### src/rtl/shrot_pkg.sv
package shrot_pkg;

    localparam int DATA_W  = 32;
    localparam int CNT_W   = 5;
    localparam int CREG_W  = 8;
    localparam int MIN_W   = 8;
    localparam int N_LANES = $clog2(DATA_W / MIN_W) + 1;
    localparam int SZ_W    = 2;
    localparam int OPC_W   = 3;

    typedef enum logic [2:0] {
        K_SHR  = 3'd0,
        K_SAR  = 3'd1,
        K_SHL  = 3'd2,
        K_ROR  = 3'd3,
        K_ROL  = 3'd4,
        K_PASS = 3'd5
    } shrot_kind_e;

    typedef struct packed {
        shrot_kind_e          kind;
        logic [SZ_W-1:0]      lane_idx;
        logic [CNT_W-1:0]     cnt;
        logic [DATA_W-1:0]    opnd;
    } shrot_req_t;

    function automatic shrot_kind_e decode_kind(input logic [OPC_W-1:0] code);
        case (code)
            3'd0:       return K_SHR;
            3'd1:       return K_SAR;
            3'd2, 3'd3: return K_SHL;
            3'd4:       return K_ROR;
            3'd5:       return K_ROL;
            default:    return K_PASS;
        endcase
    endfunction

    function automatic logic [SZ_W-1:0] size_to_lane(input logic [SZ_W-1:0] sz);
        logic [SZ_W-1:0] top_idx;
        top_idx = SZ_W'(N_LANES - 1);
        return (sz > top_idx) ? top_idx : sz;
    endfunction

    function automatic logic [DATA_W-1:0] lane_mask(input logic [SZ_W-1:0] idx);
        int unsigned w;
        w = MIN_W << idx;
        return {DATA_W{1'b1}} >> (DATA_W - w);
    endfunction

endpackage

### src/rtl/shrot_decode.sv
module shrot_decode
    import shrot_pkg::*;
(
    input  logic [OPC_W-1:0]  op_code,
    input  logic [SZ_W-1:0]   op_size,
    input  logic [DATA_W-1:0] operand,
    input  logic [CNT_W-1:0]  cnt_imm,
    input  logic [CREG_W-1:0] cnt_reg,
    input  logic              cnt_from_reg,
    output shrot_req_t        req
);

    logic [CNT_W-1:0] reg_cnt_low;

    assign reg_cnt_low = cnt_reg[CNT_W-1:0];

    always_comb begin
        req.kind     = decode_kind(op_code);
        req.lane_idx = size_to_lane(op_size);
        req.cnt      = cnt_from_reg ? reg_cnt_low : cnt_imm;
        req.opnd     = operand;
    end

endmodule

### src/rtl/shrot_lane.sv
module shrot_lane
    import shrot_pkg::*;
#(
    parameter int LANE_W = 8
) (
    input  shrot_kind_e       kind,
    input  logic [CNT_W-1:0]  cnt,
    input  logic [LANE_W-1:0] din,
    output logic [LANE_W-1:0] dout
);

    logic [LANE_W-1:0] stage [CNT_W+1];

    assign stage[0] = din;

    for (genvar k = 0; k < CNT_W; k++) begin : g_stage
        localparam int AMT = 1 << k;
        logic [LANE_W-1:0] moved;

        if (AMT < LANE_W) begin : g_part
            always_comb begin
                case (kind)
                    K_SHR:   moved = {{AMT{1'b0}}, stage[k][LANE_W-1:AMT]};
                    K_SAR:   moved = {{AMT{stage[k][LANE_W-1]}}, stage[k][LANE_W-1:AMT]};
                    K_SHL:   moved = {stage[k][LANE_W-1-AMT:0], {AMT{1'b0}}};
                    K_ROR:   moved = {stage[k][AMT-1:0], stage[k][LANE_W-1:AMT]};
                    K_ROL:   moved = {stage[k][LANE_W-1-AMT:0], stage[k][LANE_W-1:LANE_W-AMT]};
                    default: moved = stage[k];
                endcase
            end
        end else begin : g_full
            always_comb begin
                case (kind)
                    K_SHR, K_SHL: moved = '0;
                    K_SAR:        moved = {LANE_W{stage[k][LANE_W-1]}};
                    default:      moved = stage[k];
                endcase
            end
        end

        assign stage[k+1] = cnt[k] ? moved : stage[k];
    end

    assign dout = stage[CNT_W];

endmodule

### src/rtl/shrot_merge.sv
module shrot_merge
    import shrot_pkg::*;
(
    input  logic [N_LANES-1:0][DATA_W-1:0] lanes,
    input  logic [SZ_W-1:0]                lane_idx,
    input  logic [DATA_W-1:0]              opnd,
    output logic [DATA_W-1:0]              res,
    output logic                           zero
);

    logic [DATA_W-1:0] mask;
    logic [DATA_W-1:0] picked;

    always_comb begin
        mask   = lane_mask(lane_idx);
        picked = lanes[lane_idx] & mask;
        res    = picked | (opnd & ~mask);
        zero   = (picked == '0);
    end

endmodule

### src/rtl/shrot_unit.sv
module shrot_unit
    import shrot_pkg::*;
(
    input  logic              clk,
    input  logic              rst,
    input  logic              in_valid,
    input  logic [2:0]        op_code,
    input  logic [1:0]        op_size,
    input  logic [31:0]       operand,
    input  logic [4:0]        cnt_imm,
    input  logic [7:0]        cnt_reg,
    input  logic              cnt_from_reg,
    output logic              out_valid,
    output logic [31:0]       result,
    output logic              result_zero
);

    shrot_req_t                     req;
    logic [N_LANES-1:0][DATA_W-1:0] lane_out;
    logic [DATA_W-1:0]              merged;
    logic                           merged_zero;

    shrot_decode u_decode (
        .op_code      (op_code),
        .op_size      (op_size),
        .operand      (operand),
        .cnt_imm      (cnt_imm),
        .cnt_reg      (cnt_reg),
        .cnt_from_reg (cnt_from_reg),
        .req          (req)
    );

    for (genvar i = 0; i < N_LANES; i++) begin : g_lane
        localparam int LW = MIN_W << i;
        logic [LW-1:0] lane_res;

        shrot_lane #(.LANE_W(LW)) u_lane (
            .kind (req.kind),
            .cnt  (req.cnt),
            .din  (req.opnd[LW-1:0]),
            .dout (lane_res)
        );

        if (LW < DATA_W) begin : g_pad
            assign lane_out[i] = {{(DATA_W-LW){1'b0}}, lane_res};
        end else begin : g_nopad
            assign lane_out[i] = lane_res;
        end
    end

    shrot_merge u_merge (
        .lanes    (lane_out),
        .lane_idx (req.lane_idx),
        .opnd     (req.opnd),
        .res      (merged),
        .zero     (merged_zero)
    );

    always_ff @(posedge clk) begin
        if (rst) begin
            out_valid   <= 1'b0;
            result      <= '0;
            result_zero <= 1'b0;
        end else begin
            out_valid <= in_valid;
            if (in_valid) begin
                result      <= merged;
                result_zero <= merged_zero;
            end
        end
    end

endmodule

### config.mk
export PLATFORM = sky130hd
export DESIGN_NAME = shrot_unit
export DESIGN_NICKNAME = d
export VERILOG_FILES = /design/src/rtl/shrot_pkg.sv /design/src/rtl/shrot_decode.sv /design/src/rtl/shrot_lane.sv /design/src/rtl/shrot_merge.sv /design/src/rtl/shrot_unit.sv
export SDC_FILE = /design/constraint.sdc
export NUM_CORES = 1
export LEC_CHECK = 0
export ABC_AREA = 1
export BUFFER_PORTS_ARGS = -buffer_cell sky130_fd_sc_hd__buf_4
export CELL_PAD_IN_SITES_DETAIL_PLACEMENT = 1
export CELL_PAD_IN_SITES_GLOBAL_PLACEMENT = 2
export CORE_ASPECT_RATIO = 0.7
export CORE_MARGIN = 2
export CORE_UTILIZATION = 29
export DETAILED_ROUTE_END_ITERATION = 16
export MAX_ROUTING_LAYER = met4
export PLACE_DENSITY = 0.87
export SLEW_MARGIN = 20
export SYNTH_ARGS = -nofsm -noshare
export SYNTH_HDL_FRONTEND = slang
export SYNTH_SLANG_ARGS = --single-unit
### constraint.sdc
create_clock -name clk -period 3.05 [get_ports clk]
set_input_delay 0.61 -clock clk [delete_from_list [all_inputs] [get_ports clk]]
set_output_delay 0.61 -clock clk [all_outputs]
set_load 0.02 [all_outputs]
==> impl_metrics.ini <==
[outcome]
outcome = finished, violations left
violations = negative setup slack

[logic_synthesis]
ys_ff_latch = 34
synth_nets = 1473
syn_avg_cell_area_um2 = 4.99
synth_cell_type_count = 40
synth-edff-count = 0
yosys_most_used_dff = dfxtp_1
synth_seq_area_share_pct = 9.61
async_reset_ff_share_pct = 0
synthCells = 1419
yosysWarnings = 0
syn_area_um2 = 7080

[global_route]
grtUsageTotal_pct = 36.1
grt_max_degree = 53
grt_pass1_wl_mm = 67.9
grt_pass1_vias = 11000
antenna_found_initial = 0
overflow = 0

[sta]
setup_viol = 4
period_share_pct = 108
worstMarginPinSlew_ns = 0.931
fin_skew_ns = 0
final.min_clock_period_ns = 3.28
fmax_mhz = 305
rsz0062_at_grt = true
maxSlewViolCount = 0
whs_ns = 0.487
final-hold-violation-count = 0
setup_slack_ns = -0.230
slew_headroom_pct = 37.9

[power_and_ir_drop]
leakage_nw = 6.22
finalPower_mw = 4.17
peakVddDrop_mv = 0.235
p_per_area_nw_per_um2 = 349

[drt]
firstDrtPassIters = 5
drc = 0
wl_mm = 47.3
highest_layer = met4
vias = 11600
antenna_left = 0
dr_wl_met3_mm = 3.49
wl_met1_mm = 21.9
drt_iter0_drc = 1217
wl_per_cell_um = 22.6
viasPerCell = 5.56
met2_length_mm = 20.4

[floorplanning]
start_util_pct = 29.7
num_rows = 47
die_x_um = 191
boundaryPins = 88
die_h_um = 135
die_area_um2 = 25700
core_um2 = 23800

[setup_path]
crit_family = simple AND/OR/NAND/NOR gates
worstSetupEndpointType = flop
start_kind = input pin
r2r_cells = 2
reg2reg_from = result[5]
rr_endpoint = result[5]
worstPathCellList = buf_12 -> clkinv_8 -> nand2_8 -> nand3_4 -> buf_6 -> buf_6 -> buf_8 -> nand2_8 -> clkinvlp_4 -> clkbuf_16 -> buf_6 -> o21ai_4 -> nand3_2 -> nand3_4 -> nand2_2 -> nand2_2 -> nand2_2 -> clkinv_1 -> nand3_2 -> nor2_4 -> nand3_2 -> nor2_2 -> nand2_1 -> a21oi_2
cpMaxStageDelayCell = clkbuf_16
crit_path_max_incr_delay_ns = 0.22
worstPathMaxFanout = 7
arrival_ns = 3.51
worst-path-buf-inv = 9
crit_required_ns = 3.28
r2r_setup_slack_ns = 2.34
critPathKind = in2reg

[place]
io_buffers = 84
place_congestion = 1.04
dp_hpwl_mm = 36.9

[hold_path]
min_path_type = in2reg
hold_start = rst
hold_depth = 2
hold-path-endpoint = result_zero

[clocking]
cts_tree = done
clk_pin_slew_ns = 0.06
cts_root_buffer = clkbuf_16
numCtsBuffers = 5
insertion_delay_ns = 0.29
cts.sinks = 34
clock_path_buffers = 2
htreeDepth = 2

[final_layout]
finalCoreUtilization_pct = 50.1
layout-drive-gt1-share_pct = 42.5
nets = 1826
area_growth_pct = 68.4
antenna_cells = 0
nFillCells = 3315

[run]
maxCapViolCount = 0
-- metrics by stage --
step	worst slack, ns	std cells	cell area, µm²	setup TNS, ns
after floorplan	0.272	1419	7080	0
after global placement	-0.520	2037	10100	-4.96
after detailed placement	-0.603	2037	10100	-7.67
after CTS	-0.0808	2059	10700	-0.0808
after global routing	-0.342	2091	11900	-1.25
final	-0.230	2091	11900	-0.452
-- cell usage in the layout (no fill, tap or decap), drive strengths merged, types with 6 or more instances in the layout --
cell type  netlist  routed
dfxtp           34      34
buf             58     421
o21ai           70      70
nand2          662     663
inv             89      91
nand4            9       9
a21oi           79      79
nor2            52      52
nand3          303     303
clkbuf          24      10
clkinv           7       6
o221ai           9       9
o211ai          11      11
-- synthesized netlist by cell type, drive strengths merged, types with 2 or more instances --
library cell    n  area share, %
nand2         662             36
nand3         303             23
inv            89            4.8
a21oi          79            6.5
o21ai          70            5.1
buf            58            5.3
nor2           52            2.9
dfxtp          34            9.6
clkbuf         24            1.3
o211ai         11            1.3
nand4           9           0.79
o221ai          9            1.1
clkinv          7           0.39
a22oi           2           0.21
nand3b          2           0.21
or2             2           0.18
-- what timing repair did --
action,4_1_cts,5_1_grt
endpoints found under the setup margin,10,27
cloned,2,6
hold buffers,0,0
pin swaps,14,78
gates resized for setup,79,239
setup buffers,12,26
-- registers in the layout, indices dropped and copies added, names as in the netlist --
register	flops
out_valid	1
result	32
result_zero	1
-- worst max-delay path by stage --
stage / startpoint / endpoint / slack [ns] / depth (start not counted)
after CTS: op_code[1] / result_zero / -0.08 / 29
after floorplan: op_code[1] / result_zero / 0.27 / 28
after global routing: op_code[1] / result_zero / -0.34 / 30
final: op_code[1] / result_zero / -0.23 / 24
after global placement: op_code[1] / result_zero / -0.52 / 22
after detailed placement: op_code[1] / result_zero / -0.60 / 27
-- per-layer routing --
layer  up-vias  GRT usage [%]
met2       453           54.3
met3        64           3.43
met5         -              -
met4         0           9.04
li1       5366              -
met1      5750           51.6
-- report_power, final --
| part | switching, mW | total, mW | internal, mW | leakage, nW |
|---|---|---|---|---|
| clock | 0.204 | 0.590 | 0.386 | 0.0771 |
| sequential | 0.0205 | 0.503 | 0.482 | 0.282 |
| combinational | 1.85 | 3.07 | 1.22 | 5.86 |
| total | 2.08 | 4.17 | 2.09 | 6.22 |
-- cell families after synthesis --
| group | after synthesis | synth area share (%) |
|---|---|---|
| compound gates | 175 | 14.7 |
| buf+inv | 178 | 11.8 |
| flops | 34 | 9.61 |
| simple gates | 1032 | 63.9 |
-- worst reg2reg max path: cells and delay by family, from the launching register on --
kind           cells  cell delay (ns)
AO/OA/AOI/OAI      2             0.29
flip-flops         1             0.35
-- final cells by class --
class / instances / area [µm²] / share of cell area, %
multi-input cells: 1208 / 6640 / 55.6
repair buffers: 425 / 3630 / 30.4
flip-flops and latches: 34 / 681 / 5.71
inverters: 96 / 398 / 3.34
well taps: 318 / 398 / 3.34
clock buffers: 6 / 129 / 1.08
clock inverters: 2 / 37.5 / 0.315
repair inverters: 2 / 20.0 / 0.168
Note: power is estimated with default switching activity, not from simulation.
